<file path="src/rtl/subch_dispatch_pkg.sv">
package subch_dispatch_pkg;

  // Method addresses below this limit are handled inside the block.
  localparam int unsigned HOST_LIMIT = 'h040;
  localparam int unsigned M_SEM_ADDR = 'h004;
  localparam int unsigned M_SEM_PAY  = 'h008;
  localparam int unsigned M_SEM_ACQ  = 'h00C;
  localparam int unsigned M_WFI      = 'h01C;

  typedef enum logic [1:0] {
    ST_RUN   = 2'd0,
    ST_DRAIN = 2'd1,
    ST_WFI   = 2'd2,
    ST_SEM   = 2'd3
  } disp_state_e;

  typedef enum logic [2:0] {
    HOP_NONE = 3'd0,
    HOP_ADDR = 3'd1,
    HOP_PAY  = 3'd2,
    HOP_ACQ  = 3'd3,
    HOP_WFI  = 3'd4
  } host_op_e;

endpackage

</file>
<file path="src/rtl/sd_classify.sv">
module sd_classify
  import subch_dispatch_pkg::*;
#(
  parameter int MTHD_W  = 12,
  parameter int SUBCH_W = 3
) (
  input  logic [MTHD_W-1:0]  mthd,
  input  logic [SUBCH_W-1:0] subch,
  input  logic               cur_valid,
  input  logic [SUBCH_W-1:0] cur_subch,
  output logic               is_host,
  output logic               is_switch,
  output host_op_e           hop
);

  always_comb begin
    is_host   = (mthd < MTHD_W'(HOST_LIMIT));
    is_switch = !is_host && cur_valid && (subch != cur_subch);
    if (mthd == MTHD_W'(M_SEM_ADDR))      hop = HOP_ADDR;
    else if (mthd == MTHD_W'(M_SEM_PAY))  hop = HOP_PAY;
    else if (mthd == MTHD_W'(M_SEM_ACQ))  hop = HOP_ACQ;
    else if (mthd == MTHD_W'(M_WFI))      hop = HOP_WFI;
    else                                  hop = HOP_NONE;
  end

endmodule

</file>
<file path="src/rtl/sd_route.sv">
module sd_route #(
  parameter int NUM_ENG = 8,
  parameter int MTHD_W  = 12,
  parameter int DATA_W  = 32,
  localparam int SUBCH_W = (NUM_ENG > 1) ? $clog2(NUM_ENG) : 1
) (
  input  logic               clk,
  input  logic               rst_n,
  input  logic               fire,
  input  logic [SUBCH_W-1:0] subch,
  input  logic [MTHD_W-1:0]  mthd,
  input  logic [DATA_W-1:0]  data,
  output logic [NUM_ENG-1:0] eng_valid,
  output logic [MTHD_W-1:0]  eng_mthd,
  output logic [DATA_W-1:0]  eng_data
);

  for (genvar i = 0; i < NUM_ENG; i++) begin : g_port
    always_ff @(posedge clk or negedge rst_n) begin
      if (!rst_n) eng_valid[i] <= 1'b0;
      else        eng_valid[i] <= fire && (subch == SUBCH_W'(i));
    end
  end

  always_ff @(posedge clk or negedge rst_n) begin
    if (!rst_n) begin
      eng_mthd <= '0;
      eng_data <= '0;
    end else if (fire) begin
      eng_mthd <= mthd;
      eng_data <= data;
    end
  end

endmodule

</file>
<file path="src/rtl/sd_sem_poll.sv">
module sd_sem_poll #(
  parameter int DATA_W    = 32,
  parameter int RETRY_GAP = 4,
  localparam int GAP_W = $clog2(RETRY_GAP + 1)
) (
  input  logic              clk,
  input  logic              rst_n,
  input  logic              active,
  input  logic [DATA_W-1:0] addr,
  input  logic [DATA_W-1:0] payload,
  output logic              rd_req,
  output logic [DATA_W-1:0] rd_addr,
  input  logic              rd_ack,
  input  logic [DATA_W-1:0] rd_data,
  output logic              done
);

  logic             wait_q, wait_d;
  logic [GAP_W-1:0] cnt_q, cnt_d;
  logic             match;

  assign rd_req  = active && !wait_q;
  assign rd_addr = addr;
  assign match   = (rd_data == payload);
  assign done    = rd_req && rd_ack && match;

  always_comb begin
    wait_d = wait_q;
    cnt_d  = cnt_q;
    if (!active) begin
      wait_d = 1'b0;
      cnt_d  = '0;
    end else if (wait_q) begin
      if (cnt_q == '0) wait_d = 1'b0;
      else             cnt_d  = cnt_q - GAP_W'(1);
    end else if (rd_ack && !match) begin
      wait_d = 1'b1;
      cnt_d  = GAP_W'(RETRY_GAP - 1);
    end
  end

  always_ff @(posedge clk or negedge rst_n) begin
    if (!rst_n) begin
      wait_q <= 1'b0;
      cnt_q  <= '0;
    end else begin
      wait_q <= wait_d;
      cnt_q  <= cnt_d;
    end
  end

endmodule

</file>
<file path="src/rtl/subch_dispatch.sv">
module subch_dispatch
  import subch_dispatch_pkg::*;
#(
  parameter int NUM_ENG   = 8,
  parameter int MTHD_W    = 12,
  parameter int DATA_W    = 32,
  parameter int CNT_W     = 32,
  parameter int RETRY_GAP = 4,
  localparam int SUBCH_W = (NUM_ENG > 1) ? $clog2(NUM_ENG) : 1
) (
  input  logic               clk,
  input  logic               rst_n,
  input  logic               in_valid,
  output logic               in_ready,
  input  logic [SUBCH_W-1:0] in_subch,
  input  logic [MTHD_W-1:0]  in_mthd,
  input  logic [DATA_W-1:0]  in_data,
  output logic [NUM_ENG-1:0] eng_valid,
  output logic [MTHD_W-1:0]  eng_mthd,
  output logic [DATA_W-1:0]  eng_data,
  input  logic [NUM_ENG-1:0] eng_idle,
  output logic               sem_rd_req,
  output logic [DATA_W-1:0]  sem_rd_addr,
  input  logic               sem_rd_ack,
  input  logic [DATA_W-1:0]  sem_rd_data,
  output logic [CNT_W-1:0]   stall_cycles,
  output logic               switch_pulse
);

  disp_state_e        state_q, state_d;
  logic               cur_valid_q, cur_valid_d;
  logic [SUBCH_W-1:0] cur_subch_q, cur_subch_d;
  logic [SUBCH_W-1:0] pend_subch_q;
  logic [MTHD_W-1:0]  pend_mthd_q;
  logic [DATA_W-1:0]  pend_data_q;
  logic [DATA_W-1:0]  sem_addr_q, sem_pay_q;
  logic [CNT_W-1:0]   stall_q;
  logic               pulse_q, pulse_d;

  logic               accept, all_idle, sem_done;
  logic               is_host, is_switch;
  host_op_e           hop;
  logic               capture, addr_we, pay_we;
  logic               fire;
  logic [SUBCH_W-1:0] fire_subch;
  logic [MTHD_W-1:0]  fire_mthd;
  logic [DATA_W-1:0]  fire_data;

  assign in_ready     = (state_q == ST_RUN);
  assign accept       = in_valid && in_ready;
  assign all_idle     = &eng_idle;
  assign stall_cycles = stall_q;
  assign switch_pulse = pulse_q;

  sd_classify #(.MTHD_W(MTHD_W), .SUBCH_W(SUBCH_W)) u_cls (
    .mthd(in_mthd), .subch(in_subch), .cur_valid(cur_valid_q),
    .cur_subch(cur_subch_q), .is_host(is_host), .is_switch(is_switch), .hop(hop)
  );

  always_comb begin
    state_d     = state_q;
    cur_valid_d = cur_valid_q;
    cur_subch_d = cur_subch_q;
    pulse_d     = 1'b0;
    capture     = 1'b0;
    addr_we     = 1'b0;
    pay_we      = 1'b0;
    fire        = 1'b0;
    fire_subch  = in_subch;
    fire_mthd   = in_mthd;
    fire_data   = in_data;
    case (state_q)
      ST_RUN: begin
        if (accept) begin
          if (is_host) begin
            case (hop)
              HOP_ADDR: addr_we = 1'b1;
              HOP_PAY:  pay_we  = 1'b1;
              HOP_WFI:  state_d = ST_WFI;
              HOP_ACQ:  state_d = ST_SEM;
              default:  ;
            endcase
          end else if (is_switch) begin
            capture = 1'b1;
            pulse_d = 1'b1;
            state_d = ST_DRAIN;
          end else begin
            fire        = 1'b1;
            cur_valid_d = 1'b1;
            cur_subch_d = in_subch;
          end
        end
      end
      ST_DRAIN: begin
        if (all_idle) begin
          fire        = 1'b1;
          fire_subch  = pend_subch_q;
          fire_mthd   = pend_mthd_q;
          fire_data   = pend_data_q;
          cur_valid_d = 1'b1;
          cur_subch_d = pend_subch_q;
          state_d     = ST_RUN;
        end
      end
      ST_WFI: if (all_idle) state_d = ST_RUN;
      ST_SEM: if (sem_done) state_d = ST_RUN;
      default: state_d = ST_RUN;
    endcase
  end

  always_ff @(posedge clk or negedge rst_n) begin
    if (!rst_n) begin
      state_q     <= ST_RUN;
      cur_valid_q <= 1'b0;
      cur_subch_q <= '0;
      pulse_q     <= 1'b0;
      stall_q     <= '0;
    end else begin
      state_q     <= state_d;
      cur_valid_q <= cur_valid_d;
      cur_subch_q <= cur_subch_d;
      pulse_q     <= pulse_d;
      if (!in_ready) stall_q <= stall_q + CNT_W'(1);
    end
  end

  always_ff @(posedge clk or negedge rst_n) begin
    if (!rst_n) begin
      pend_subch_q <= '0;
      pend_mthd_q  <= '0;
      pend_data_q  <= '0;
    end else if (capture) begin
      pend_subch_q <= in_subch;
      pend_mthd_q  <= in_mthd;
      pend_data_q  <= in_data;
    end
  end

  always_ff @(posedge clk or negedge rst_n) begin
    if (!rst_n) begin
      sem_addr_q <= '0;
      sem_pay_q  <= '0;
    end else begin
      if (addr_we) sem_addr_q <= in_data;
      if (pay_we)  sem_pay_q  <= in_data;
    end
  end

  sd_sem_poll #(.DATA_W(DATA_W), .RETRY_GAP(RETRY_GAP)) u_sem (
    .clk(clk), .rst_n(rst_n), .active(state_q == ST_SEM),
    .addr(sem_addr_q), .payload(sem_pay_q),
    .rd_req(sem_rd_req), .rd_addr(sem_rd_addr),
    .rd_ack(sem_rd_ack), .rd_data(sem_rd_data), .done(sem_done)
  );

  sd_route #(.NUM_ENG(NUM_ENG), .MTHD_W(MTHD_W), .DATA_W(DATA_W)) u_route (
    .clk(clk), .rst_n(rst_n), .fire(fire), .subch(fire_subch),
    .mthd(fire_mthd), .data(fire_data),
    .eng_valid(eng_valid), .eng_mthd(eng_mthd), .eng_data(eng_data)
  );

endmodule

</file>
<file path="config.mk">
export PLATFORM = sky130hd
export DESIGN_NAME = subch_dispatch
export DESIGN_NICKNAME = d
export VERILOG_FILES = /design/src/rtl/subch_dispatch_pkg.sv /design/src/rtl/sd_classify.sv /design/src/rtl/sd_route.sv /design/src/rtl/sd_sem_poll.sv /design/src/rtl/subch_dispatch.sv
export SDC_FILE = /design/constraint.sdc
export NUM_CORES = 1
export LEC_CHECK = 0
export BUFFER_PORTS_ARGS = -buffer_cell sky130_fd_sc_hd__buf_2
export CORE_MARGIN = 1
export CORE_UTILIZATION = 56
export DETAILED_ROUTE_END_ITERATION = 6
export PLACE_DENSITY = 0.83
export REMOVE_ABC_BUFFERS = 1
export SLEW_MARGIN = 25
export SYNTH_ARGS = -nofsm -noshare
export SYNTH_HDL_FRONTEND = slang
export SYNTH_SLANG_ARGS = --single-unit
</file>
<file path="constraint.sdc">
create_clock -name clk -period 4.95 [get_ports clk]
set_input_delay 0.99 -clock clk [delete_from_list [all_inputs] [get_ports clk]]
set_output_delay 0.99 -clock clk [all_outputs]
set_load 0.02 [all_outputs]
</file>
## Word level (Yosys, flattened, before mapping)

Index checks and enable logic that the tools add are counted.

- Word-level logic and storage cells: 134
- Input port bits: 91
- Register bits: 206

- Reduce and logical (&&, ||, !) cells: 27
- Multiplexer cells: 52
- Add/subtract/negate cells: 2
- Eq/ne operators: 30
- Magnitude comparators: 1

Operator list:

| operator | count |
|---|---|
| $mux W32 | 2 |
| $mux W3 | 14 |
| $add A32 B1 Y32 const B | 1 |
| $eq A32 B32 Y1 | 1 |
| $eq A12 B4 Y1 const B | 2 |
| $mux W1 | 24 |
| $mux W12 | 2 |
| $eq A3 B3 Y1 const B | 5 |
| $logic_and A1 B1 Y1 | 15 |
| $eq A12 B3 Y1 const B | 1 |
| $eq A12 B5 Y1 const B | 1 |
| $eq A3 B2 Y1 const B | 4 |
| $lt A12 B7 Y1 const B | 1 |
| $mux W2 | 5 |
| $reduce_and A5 Y1 | 2 |
| $ne A2 B2 Y1 const B | 4 |
| $reduce_and A8 Y1 | 1 |
| $eq A3 B1 Y1 const B | 2 |
| $logic_not A3 Y1 | 2 |
| $ne A3 B3 Y1 const B | 2 |
| $pmux W2 S3 | 1 |
| $pmux W3 S2 | 1 |
| $eq A2 B2 Y1 const B | 2 |
| $ne A2 B1 Y1 const B | 2 |
| 12 further kinds | 15 |

## Depth between registers and ports, before layout

Gate-level depths: netlist of the first run.

- Depth in word-level cells: 10
- Depth in mapped cells: 9
- Mapped depth without buffers: 8

## Hierarchy

Synthesis of the first run repeated with hierarchy kept, for this count alone.

- Cells, all modules: 784
- Area, all modules: 9,844.4 um2

Modules (own cells, without submodules):

| module | area an instance (um2) | cells each | times used | sequential area each (um2) |
|---|---|---|---|---|
| subch_dispatch | 6,747.7 | 558 | 1 | 3,753.6 |
| sd_route | 2,148.3 | 110 | 1 | 1,301.2 |
| sd_sem_poll | 839.6 | 101 | 1 | 100.1 |
| sd_classify | 108.9 | 15 | 1 | 0.0 |

## Worst setup path before layout of the first run

OpenSTA, ideal clock, no wires.

- Path kind: in2reg
- Start point: input in_mthd[9]
- End point: register sem_addr_q[10]
- Path buffers: 1
- Data arrival time: 2.347 ns
- Stages on the path: 6
- Library setup time: 0.125 ns
- Setup slack: 2.479 ns
- Cell sequence: nor2_1 > and3_2 > nand4_1 > nor3b_2 > buf_6 > mux2_2

- Longest elaborated chain between the ends: 10
- Elaborated cells on any way between the ends: 14

RTL lines:

| item | RTL line | source |
|---|---|---|
| start: declaration | subch_dispatch.sv:16 | `input logic [MTHD_W-1:0] in_mthd,` |
| $eq A12 B5 Y1 | sd_classify.sv:22 | `else if (mthd == MTHD_W'(M_WFI)) hop = HOP_WFI;` |
| $mux W3 | sd_classify.sv:22 |  |
| $mux W3 | sd_classify.sv:21 | `else if (mthd == MTHD_W'(M_SEM_ACQ)) hop = HOP_ACQ;` |
| $mux W3 | sd_classify.sv:20 | `else if (mthd == MTHD_W'(M_SEM_PAY)) hop = HOP_PAY;` |
| $mux W3 | sd_classify.sv:19 | `if (mthd == MTHD_W'(M_SEM_ADDR)) hop = HOP_ADDR;` |
| $eq A3 B1 Y1 | subch_dispatch.sv:76 | `case (hop)` |
| $mux W1 | subch_dispatch.sv:76 |  |
| $mux W1 (*) | subch_dispatch.sv:75 | `if (is_host) begin` |
| $mux W1 (*) | subch_dispatch.sv:74 | `if (accept) begin` |
| $mux W1 (*) | subch_dispatch.sv:72 | `case (state_q)` |
| end signal: assignment | subch_dispatch.sv:144 | `if (addr_we) sem_addr_q <= in_data;` |
| end: declaration | subch_dispatch.sv:36 | `logic [DATA_W-1:0] sem_addr_q, sem_pay_q;` |

Every way passes the cells marked *; elsewhere a longest branch is shown, timed or not.
A chain may end at the register's enable or synchronous reset.

## Worst setup path in the final report of the first run

- Start point: input in_subch[1]
- End point: register pend_subch_q[2]

- Longest elaborated chain between the ends: 6

RTL lines:

| item | RTL line | source |
|---|---|---|
| start: declaration | subch_dispatch.sv:15 | `input logic [SUBCH_W-1:0] in_subch,` |
| $ne A3 B3 Y1 | sd_classify.sv:18 | `is_switch = !is_host && cur_valid && (subch != cur_subch);` |
| $logic_and A1 B1 Y1 | sd_classify.sv:18 |  |
| $mux W1 | subch_dispatch.sv:83 | `end else if (is_switch) begin` |
| $mux W1 | subch_dispatch.sv:75 |  |
| $mux W1 | subch_dispatch.sv:74 |  |
| $mux W1 | subch_dispatch.sv:72 |  |
| end signal: assignment | subch_dispatch.sv:133 | `pend_subch_q <= in_subch;` |
| end: declaration | subch_dispatch.sv:33 | `logic [SUBCH_W-1:0] pend_subch_q;` |

Every way passes these cells.

==> metrics.md, run 1 <==
| Metric | Value |
|---|---|
| Syn_area_per_cell | `11.4 um^2` |
| Sequential power share | `42.5%` |
| Post-Synth XOR/XNOR Area | `6.41%` |
| Switch Pwr | `1.75 mW` |
| Drt wl/cell | `16.0 um` |
| Worst slew pin tran | `0.869 ns` |
| Worst rel slew slack | `42.0%` |
| RSZ-0062 raised after global routing | `false` |
| Number of flops mapped to enable cells by yosys | `0` |
| Clk pin slew, worst setup/hold paths | `0.06 ns` |
| Peak VDD IR | `0.000275 V` |
| Antenna-violating nets left | `0` |
| Pin count of the biggest net entering global routing | `108` |
| Hpwl dp | `13200 um` |
| Cells after Synth | `791` |
| TritonCTS clock tree | `done` |
| Synth Register Bits | `206` |
| Fin. max-slew vios | `0` |
| IO Count | `210` |
| Cts bufs inserted | `22` |
| Clk buf depth | `3` |
| Max Fanout on Critical Path | `47` |
| H-tree depth | `1` |
| DP Area | `0.0102 mm^2` |
| Diode count | `0` |
| Max Cap Viol | `0` |
| Met3 Wirelength | `1390 um` |
| Initial DRT Pass Iterations | `4` |
| Crit Path Class | `in -> reg` |
| Final #Nets | `1097` |
| Resized Gates After CTS | `0` |
| Die area | `0.0166 mm^2` |
| Mux share of post-synthesis cell area | `14.6%` |
| Worst setup EP type | `flip-flop` |
| Int Pwr | `3.72 mW` |
| Endpoints failing setup | `0` |
| Yosys cell types | `44` |
| Die Wd | `129 um` |
| Largest family of logic cells by synthesized area | `multiplexers` |
| Met1 WL | `8400 um` |
| Global-route wire length before repair | `32400 um` |
| PwrDens | `497 mW/mm^2` |
| Leakage | `5.84 nW` |
| Sink Count | `206` |
| Synth-to-Final Area Change | `22.1%` |
| Final period utilization | `60.6%` |
| Worst Skew | `0.00811 ns` |
| Met2 wire len | `9480 um` |
| Clk pwr share | `32.2%` |
| Core footprint | `0.0158 mm^2` |
| Tmin final | `3.00 ns` |
| Post-synthesis compound-gate area fraction | `4.14%` |
| Vias/cell | `5.25` |
| Adder and majority cell fraction of the synthesized area | `0.972%` |
| HP Class | `reg -> reg` |
| Switch share | `32.0%` |
| Overall global routing resource usage | `24.7%` |
| CTS Hold Bufs | `0` |
| # port buffers | `209` |
| Final WL | `19700 um` |
| Arrival time at the worst endpoint | `3.33 ns` |
| Most common cell after layout, fill and taps aside | `buf_2` |
| Startpoint type of the worst setup path | `primary input` |
| Ys flop type | `dfrtp_1` |
| Remaining DRCs | `0` |
| Commonest cells after routing, fill and taps aside | `buf_2 (208), dfrtp_1 (206), nand2_1 (191)` |
| Postcts setup bufs | `0` |
| Total Power | `5.47 mW` |
| Root Buffer Master | `clkbuf_16` |
| Sequential area share after synthesis | `57.2%` |
| Placer Congestion | `0.805` |
| Vias in the first global route | `6433` |
| Simple-Gate Fraction of Synth Area | `13.7%` |
| Combinational Power Share | `25.3%` |
| Starting Density | `57.2%` |
| Antenna violations before repair | `1` |
| Status | `completed` |
| Placement Rows | `46` |
| Layout cells sized above 1 | `33.3%` |
| Peak Freq | `0.333 GHz` |
| Top routing layer in use | `met4` |
| Req. time, crit path | `5.28 ns` |
| DR vias | `6460` |
| Share of flip-flops with an asynchronous set or reset | `100%` |
| Iter 0 DRT Violations | `298` |
| Worst setup margin | `1.95 ns` |
| Final Hold Fails | `0` |
| Final Cell Area | `0.0110 mm^2` |
| Total global routing overflow | `0` |
| YS warnings | `0` |
| Die H | `129 um` |
| Mapped Area | `0.00901 mm^2` |
| Dpl ws | `1.37 ns` |
| Worst skew pair latency | `0.50 ns` |
==> synthesized netlist by cell type, types with 2 or more instances <==
cell      number  area share [%]
xor2_1         6            0.58
o21ai_1       40             2.2
nand3_1        8            0.44
nand4_1       19             1.3
buf_4          3            0.25
nor2_1        22            0.92
ha_1           7            0.97
buf_6          8             1.0
and3_1         7            0.49
nor3_1         6            0.33
and4_1         3            0.29
mux2_2        75             9.4
clkbuf_1      13            0.54
nand2_1      191             8.0
dfrtp_1      206              57
nand4b_1       2            0.19
and2_1         2            0.14
a31oi_1        5            0.35
buf_2          7            0.39
a21oi_1        3            0.17
nor3b_1        3            0.25
inv_1         14            0.58
nor3b_2        2            0.28
o21ai_0       13            0.72
xnor2_1       60             5.8
mux2i_1       47             5.2
nor4_1         2            0.14
==> per-stage QoR <==
stage               TNS [ns]  util [%]  std cells  hold WS (ns)
global route               0      69.8       1231         0.491
detailed placement         0      64.7       1191         0.462
finish                     0      69.8       1231         0.472
floorplan            -100.81         -        759         0.444
global placement           0      64.7       1191         0.457
CTS                        0      69.8       1231         0.477
==> flip-flops by register name, summed over array words and instances, names as in the netlist <==
signal,flops
pend_subch_q,3
u_sem.cnt_q,3
sem_pay_q,32
stall_cycles,32
u_sem.wait_q,1
u_route.eng_mthd,12
u_route.eng_data,32
sem_addr_q,32
u_route.eng_valid,8
cur_valid_q,1
pend_mthd_q,12
switch_pulse,1
cur_subch_q,3
state_q,2
pend_data_q,32
==> final timing paths <==
kind / start / to / slack (ns) / cells past startpoint
min in group asynchronous: rst_n / u_route.eng_valid[0] / 0.56 / 1
setup / recovery: in_subch[1] / pend_subch_q[2] / 1.95 / 6
setup reg to reg: state_q[1] / pend_subch_q[2] / 1.95 / 5
hold / removal: stall_cycles[31] / stall_cycles[31] / 0.47 / 1
max in group asynchronous: rst_n / pend_data_q[26] / 3.35 / 2
hold reg to reg: stall_cycles[31] / stall_cycles[31] / 0.47 / 1
==> area by class of cell <==
class,count,area [um^2]
sequential,206,5150
fill,1196,4760
multi-input combinational,538,3610
timing repair buffer,216,1120
clock buffer,34,687
tap,216,270
clock inverter,6,108
inverter,15,56.3
==> cells by family (layout without fill, tap and decap cells) <==
logic type | count (synthesis) | in the layout
simple gates | 276 | 276
flops | 206 | 206
mux | 122 | 122
compound gates | 67 | 67
xor+xnor | 66 | 66
buf+inv | 47 | 271
fa+ha+maj | 7 | 7
==> metal layers <==
layer / GRT usage [%] / vias up
li1: - / 3078
met1: 31.9 / 3150
met2: 41.8 / 196
met3: 6.03 / 36
met4: 6.51 / 0
met5: 0 / -
==> power by group through the flow <==
| stage | registers [mW] | clock network (mW) | logic (mW) |
|---|---|---|---|
| floorplan | 2.56 | 0 | 0.667 |
| global placement | 2.33 | 0 | 1.35 |
| detailed placement | 2.35 | 0 | 1.40 |
| CTS | 2.33 | 1.80 | 1.40 |
| global route | 2.38 | 1.87 | 1.54 |
| finish | 2.33 | 1.76 | 1.38 |
==> critical path, stage by stage <==
cell	delay [ns]
buf_2	0.14
xnor2_1	0.16
a31oi_4	0.27
nand4_4	0.63
inv_2	0.94
o21ai_0	0.18
No activity file was read; power rests on OpenSTA's default activity.
==> inputs of run 2 (changes only) <==
--- a/config.mk
+++ b/config.mk
@@ -5,11 +5,12 @@
 export SDC_FILE = /design/constraint.sdc
 export NUM_CORES = 1
 export LEC_CHECK = 0
+export ABC_AREA = 1
 export BUFFER_PORTS_ARGS = -buffer_cell sky130_fd_sc_hd__buf_2
 export CORE_MARGIN = 1
-export CORE_UTILIZATION = 56
+export CORE_UTILIZATION = 49
 export DETAILED_ROUTE_END_ITERATION = 6
-export PLACE_DENSITY = 0.83
+export PLACE_DENSITY = 0.76
 export REMOVE_ABC_BUFFERS = 1
 export SLEW_MARGIN = 25
 export SYNTH_ARGS = -nofsm -noshare
==> constraint.sdc (replaced) <==
create_clock -name clk -period 2.55 [get_ports clk]
set_input_delay 0.51 -clock clk [delete_from_list [all_inputs] [get_ports clk]]
set_output_delay 0.51 -clock clk [all_outputs]
set_load 0.02 [all_outputs]
==> metrics.md, run 2 <==
| Metric | Value |
|---|---|
| Max Cap Viol | `0 (unchanged)` |
| Share of flip-flops with an asynchronous set or reset | `100% (unchanged)` |
| Drt wl/cell | `13.9 um (-13%)` |
| DR vias | `7621 (+18%)` |
| Worst rel slew slack | `54.4% (+12 points)` |
| Post-synth top area share | `53.4% (-3.8 points)` |
| Worst reg2reg path depth | `9 (+4)` |
| Reg area | `0.00515 mm^2 (unchanged)` |
| Antenna violations before repair | `5 (+4)` |
| Placer Congestion | `0.783 (-2.7%)` |
| Most common cell in the netlist | `nand2_1` |
| End of the worst register-to-register path | `u_route.eng_mthd[9]` |
| Die area | `0.0203 mm^2 (+22%)` |
| Startpoint type of the worst setup path | `flip-flop` |
| Iter 0 DRT Violations | `420 (+41%)` |
| Vias in the first global route | `7213 (+12%)` |
| Total global routing overflow | `0 (unchanged)` |
| Die Wd | `142 um (+10%)` |
| Global-route wire length before repair | `35700 um (+10%)` |
| Peak Freq | `0.441 GHz` |
| Synth-to-Final Area Change | `20.0%` |
| Sink Count | `206 (unchanged)` |
| Hpwl dp | `15000 um (+14%)` |
| Cells after Synth | `1068 (+35%)` |
| Leakage | `6.09 nW (+4.3%)` |
| Final #Nets | `1370 (+25%)` |
| Ys flop type | `dfrtp_1` |
| Clk buf depth | `3 (unchanged)` |
| Vias/cell | `4.91 (-6.5%)` |
| Layout cells sized above 1 | `26.7% (-6.6 points)` |
| Mapped Area | `0.00966 mm^2 (+7.1%)` |
| Core footprint | `0.0190 mm^2 (+21%)` |
| Dpl ws | `0.236 ns (-1.14 ns)` |
| Synth Register Bits | `206 (unchanged)` |
| Arrival time at the worst endpoint | `1.76 ns (-1.57 ns)` |
| Leading area contributor after synthesis | `dfrtp_1` |
| Setup_tns | `0 ns (unchanged)` |
| Synth top cells by count | `nand2_1 (323), dfrtp_1 (206), o21ai_0 (108)` |
| IO Count | `210 (unchanged)` |
| Worst setup EP type | `primary output` |
| Root Buffer Master | `clkbuf_16` |
| Clk pin slew, worst setup/hold paths | `0.06 ns (about the same)` |
| Sequential area share after synthesis | `53.4% (-3.8 points)` |
| Commonest cells after routing, fill and taps aside | `nand2_1 (323), buf_2 (208), dfrtp_1 (206)` |
| Overall global routing resource usage | `21.9% (-2.8 points)` |
| RSZ-0062 raised after global routing | `false` |
| Crit Path Class | `reg -> out` |
| DP Area | `0.0109 mm^2 (+6.4%)` |
| Pin count of the biggest net entering global routing | `92 (-15%)` |
| H-tree depth | `1 (unchanged)` |
| Req. time, crit path | `2.04 ns (-3.24 ns)` |
| Final Hold Fails | `0 (unchanged)` |
| Hold wc startpoint | `in_subch[1]` |
| Hold endpoint | `pend_subch_q[1]` |
| Peak VDD IR | `0.000521 V (+89%)` |
| Worst skew pair latency | `0.52 ns (+0.02 ns)` |
| Fillers | `1667 (+39%)` |
| Multi-input logic area | `0.00377 mm^2 (+4.4%)` |
| Number of flops mapped to enable cells by yosys | `0 (unchanged)` |
| Reg2reg setup slack | `0.33 ns (-1.62 ns)` |
| Max Fanout on Critical Path | `8 (-83%)` |
| Top cells by area, synth | `dfrtp_1 (53%), nand2_1 (13%), o21ai_0 (5.6%)` |
| Finished Layout Cells | `1553 (+26%)` |
| # port buffers | `209 (unchanged)` |
| Final Cell Area | `0.0116 mm^2 (+5.3%)` |
| Starting Density | `50.8% (-6.4 points)` |
| Final WL | `21600 um (+9.8%)` |
| Remaining DRCs | `0 (unchanged)` |
| HP Class | `in -> reg` |
| Worst slew pin tran | `0.684 ns (-0.185 ns)` |
| Fin. max-slew vios | `0 (unchanged)` |
| Postcts setup bufs | `0 (unchanged)` |
| YS warnings | `0 (unchanged)` |
| Placed cell count | `1506 (+26%)` |
| Hold-critical path depth | `3 (+2)` |
| Endpoints failing setup | `0 (unchanged)` |
| Final period utilization | `88.9%` |
| Most common cell after layout, fill and taps aside | `nand2_1` |
| Syn_area_per_cell | `9.04 um^2 (-21%)` |
| TritonCTS clock tree | `done` |
| Worst setup margin | `0.284 ns (-1.66 ns)` |
| Status | `completed` |
| Worst Skew | `0.00837 ns (+0.000254 ns)` |
| Antenna-violating nets left | `0 (unchanged)` |
| Die H | `142 um (+10%)` |
| Yosys cell types | `38 (-14%)` |
| Tmin final | `2.27 ns` |
| Hold Slack | `0.262 ns (-0.211 ns)` |
| Initial DRT Pass Iterations | `5 (+1)` |
| Placement Rows | `50 (+8.7%)` |
| Cts bufs inserted | `23 (+4.5%)` |
| PwrDens | `893 mW/mm^2 (+80%)` |
| Reg2reg start | `state_q[0]` |
==> run 2: metal layers <==
metal  share of wire [%]  up-vias  global-route usage (%)  routed length (um)
met2                  46      208                    35.6                9860
met1                  46     3562                    29.8                9850
met4                 2.1        2                    5.66                 461
li1                    -     3815                       -                   -
met3                 6.7       34                    4.74                1450
met5               0.046        -                       0                  10
==> run 2: how the worst max path moves through the flow <==
stage | startpoint | slack, ns | end
floorplan | state_q[1] | -0.06 | u_route.eng_data[0]
global placement | state_q[0] | 0.34 | u_route.eng_data[2]
detailed placement | state_q[0] | 0.24 | u_route.eng_data[25]
CTS | state_q[0] | 0.19 | u_route.eng_mthd[1]
global route | state_q[0] | 0.17 | u_route.eng_mthd[9]
finish | state_q[1] | 0.28 | in_ready
==> run 2: repair_timing <==
item,CTS,global route
gates resized for setup,0,2
hold buffers,1,0
hold endpoints to repair,53,0
setup endpoints to repair,0,3
==> run 2: where the power goes <==
group | leakage [nW] | total, mW | internal [mW] | switching [mW]
logic | 3.02 | 2.82 | 0.995 | 1.82
registers | 2.73 | 4.42 | 4.02 | 0.402
clock network | 0.346 | 3.11 | 1.78 | 1.33
total | 6.09 | 10.3 | 6.79 | 3.56
==> run 2: final cells by class <==
| class | count | share of cell area (%) |
|---|---|---|
| flip-flops and latches | 206 | 44.5 |
| multi-input cells | 711 | 32.5 |
| repair buffers | 221 | 10.4 |
| clock buffers | 36 | 5.65 |
| inverters | 109 | 3.62 |
| well taps | 260 | 2.81 |
| clock inverters | 6 | 0.421 |
| diodes | 4 | 0.0864 |
==> run 2: critical path, stage by stage (launching register included) <==
cell,delay (ns)
dfrtp_1,0.41
inv_1,0.12
ha_1,0.33
buf_4,0.22
buf_2,0.17
==> run 2: kinds of logic after synthesis <==
group | share of synthesized area [%]
DFF | 53.4
buffers and inverters | 7.67
AOI/OAI and AO/OA | 13.2
and+or+nand+nor | 20.0
adders and majority gates | 0.907
xor gates and xnor gates | 4.81
==> run 2: stage by stage <==
| step | util [%] | total power [mW] |
|---|---|---|
| 2_1_floorplan | - | 6.26 |
| 3_3_place_gp | 57.1 | 7.20 |
| 3_5_place_dp | 57.1 | 7.30 |
| 4_1_cts | 60.9 | 10.5 |
| 5_1_grt | 60.9 | 11.0 |
| 6_report | 60.9 | 10.3 |
==> inputs of run 3 (changes only) <==
--- a/config.mk
+++ b/config.mk
@@ -7,10 +7,12 @@
 export LEC_CHECK = 0
 export ABC_AREA = 1
 export BUFFER_PORTS_ARGS = -buffer_cell sky130_fd_sc_hd__buf_2
+export CELL_PAD_IN_SITES_DETAIL_PLACEMENT = 1
+export CELL_PAD_IN_SITES_GLOBAL_PLACEMENT = 1
 export CORE_MARGIN = 1
-export CORE_UTILIZATION = 49
+export CORE_UTILIZATION = 37
 export DETAILED_ROUTE_END_ITERATION = 6
-export PLACE_DENSITY = 0.76
+export PLACE_DENSITY_LB_ADDON = 0.1
 export REMOVE_ABC_BUFFERS = 1
 export SLEW_MARGIN = 25
 export SYNTH_ARGS = -nofsm -noshare
==> metrics.md, run 3 (synthesis results as in run 2) <==
| Metric | Value |
|---|---|
| PwrDens | `903 mW/mm^2 (+1.2%)` |
| TritonCTS clock tree | `done` |
| Diode count | `0 (-4)` |
| Overall global routing resource usage | `19.1% (-2.8 points)` |
| Final Hold Fails | `0 (unchanged)` |
| Postcts setup bufs | `0 (unchanged)` |
| Finished Layout Cells | `1619 (+4.2%)` |
| Cts bufs inserted | `24 (+4.3%)` |
| Worst rel slew slack | `41.3% (-13 points)` |
| Vias in the first global route | `7985 (+11%)` |
| Die H | `164 um (+15%)` |
| CP cell instances | `inv_1 -> ha_1 -> nand2_1 -> inv_1 -> nand3_2 -> nand2_4 -> inv_6 -> nand2_1 -> o21ai_2` |
| RSZ-0062 raised after global routing | `false` |
| Vias/cell | `4.71 (-4.1%)` |
| Iter 0 DRT Violations | `330 (-21%)` |
| Global-route wire length before repair | `41000 um (+15%)` |
| Die area | `0.0267 mm^2 (+32%)` |
| Peak Freq | `0.449 GHz (+1.9%)` |
| Hpwl dp | `17400 um (+16%)` |
| Commonest cells after routing, fill and taps aside | `nand2_1 (323), buf_2 (208), dfrtp_1 (206)` |
| Placed cell count | `1576 (+4.6%)` |
| Worst slew pin tran | `0.881 ns (+0.197 ns)` |
| Remaining DRCs | `0 (unchanged)` |
| Req. time, crit path | `2.98 ns (+0.94 ns)` |
| Hold endpoint | `pend_mthd_q[11]` |
| Starting Density | `38.0% (-13 points)` |
| Hold-critical path depth | `3 (unchanged)` |
| Startpoint type of the worst setup path | `flip-flop` |
| Final #Nets | `1371 (+0.073%)` |
| Arrival time at the worst endpoint | `2.66 ns (+0.90 ns)` |
| Tmin final | `2.22 ns (-0.0414 ns)` |
| Core footprint | `0.0254 mm^2 (+34%)` |
| Worst skew pair latency | `0.51 ns (about the same)` |
| Final period utilization | `87.3% (-1.6 points)` |
| Worst path max stage delay | `0.63 ns (+0.22 ns)` |
| Sink Count | `206 (unchanged)` |
| IO Count | `210 (unchanged)` |
| Reg2reg start | `state_q[0]` |
| Placement Rows | `58 (+16%)` |
| DR vias | `7621 (unchanged)` |
| Fillers | `3074 (+84%)` |
| Antenna-violating nets left | `0 (unchanged)` |
| Hold wc startpoint | `in_mthd[11]` |
| Initial DRT Pass Iterations | `4 (-1)` |
| Worst Skew | `0.00913 ns (+0.000761 ns)` |
| Placer Congestion | `0.764 (-2.4%)` |
| Antenna violations before repair | `1 (-4)` |
| Worst reg2reg path depth | `9 (unchanged)` |
| Clk pin slew, worst setup/hold paths | `0.06 ns (about the same)` |
| Layout cells sized above 1 | `26.5% (-0.16 points)` |
| Status | `completed` |
| Crit Path Class | `reg -> reg` |
| Fin. max-slew vios | `0 (unchanged)` |
| Reg2reg setup slack | `0.33 ns (about the same)` |
| Resized Gates After CTS | `0 (unchanged)` |
| Final core utilization | `46.1% (-15 points)` |
| Final WL | `24800 um (+14%)` |
| Worst setup EP type | `flip-flop` |
| CP max-delay cell | `inv_6` |
| End of the worst register-to-register path | `u_route.eng_data[8]` |
| Leakage | `6.11 nW (+0.20%)` |
| Reg area | `0.00515 mm^2 (unchanged)` |
| Synth-to-Final Area Change | `21.3%` |
| HP Class | `in -> reg` |
| Total global routing overflow | `0 (unchanged)` |
| Endpoints failing setup | `0 (unchanged)` |
| Root Buffer Master | `clkbuf_16` |
| Most common cell after layout, fill and taps aside | `nand2_1` |
| # port buffers | `209 (unchanged)` |
| H-tree depth | `1 (unchanged)` |
| Max Fanout on Critical Path | `91 (+83)` |
| Max Cap Viol | `0 (unchanged)` |
| Clk buf depth | `3 (unchanged)` |
| Die Wd | `164 um (+15%)` |
| Drt wl/cell | `15.3 um (+9.8%)` |
| Peak VDD IR | `0.000421 V (-19%)` |
| Pin count of the biggest net entering global routing | `92 (unchanged)` |
| Multi-input logic area | `0.00377 mm^2 (unchanged)` |
## run 3: through the flow
step | hold WS [ns] | setup TNS [ns] | total power [mW] | setup slack, ns | cell area [um^2]
finish | 0.275 | 0 | 10.6 | 0.325 | 11700
global route | 0.275 | 0 | 11.3 | 0.0704 | 11700
CTS | 0.253 | 0 | 10.8 | 0.274 | 11700
detailed placement | 0.443 | 0 | 7.40 | 0.245 | 11000
global placement | 0.448 | 0 | 7.27 | 0.338 | 11000
floorplan | 0.214 | -2.85 | 6.26 | -0.0574 | 9330
## run 3: what timing repair did
item,in CTS,in global routing
endpoints found under the setup margin,0,0
hold endpoints to repair,43,0
hold buffers,1,0
## run 3: final cells by class
type,instances,share of cell area (%)
flip-flops and latches,206,44.0
multi-input cells,711,32.2
repair buffers,221,10.3
clock buffers,40,6.08
inverters,109,3.56
well taps,330,3.53
clock inverters,2,0.299
## run 3: how the worst max path moves through the flow
stage,startpoint,end
CTS,state_q[0],u_route.eng_data[8]
floorplan,state_q[1],u_route.eng_data[0]
finish,state_q[0],u_route.eng_data[8]
detailed placement,in_mthd[8],u_route.eng_data[20]
global route,state_q[0],u_route.eng_data[8]
global placement,in_mthd[8],u_route.eng_data[26]
## run 3: where the power goes
group	leakage (nW)	switching (mW)	internal [mW]
registers	2.73	0.414	4.02
logic	3.02	1.84	0.996
clock network	0.362	1.32	1.99
## run 3: worst max-delay path: cells and delay by family, from the launching register on
| kind | cells | cell delay (ns) |
|---|---|---|
| fa+ha+maj | 1 | 0.21 |
| flops | 1 | 0.40 |
| simple gates | 4 | 0.54 |
| compound gates | 1 | 0.10 |
| buf+inv | 3 | 0.85 |
## run 3: layer usage
| metal | global-route usage, % | part of all wire [%] | wire length [um] |
|---|---|---|---|
| met3 | 3.48 | 5.5 | 1350 |
| met1 | 25.8 | 46 | 11300 |
| met5 | 0 | 0.040 | 10 |
| met4 | 3.96 | 1.6 | 384 |
| met2 | 31.9 | 47 | 11700 |
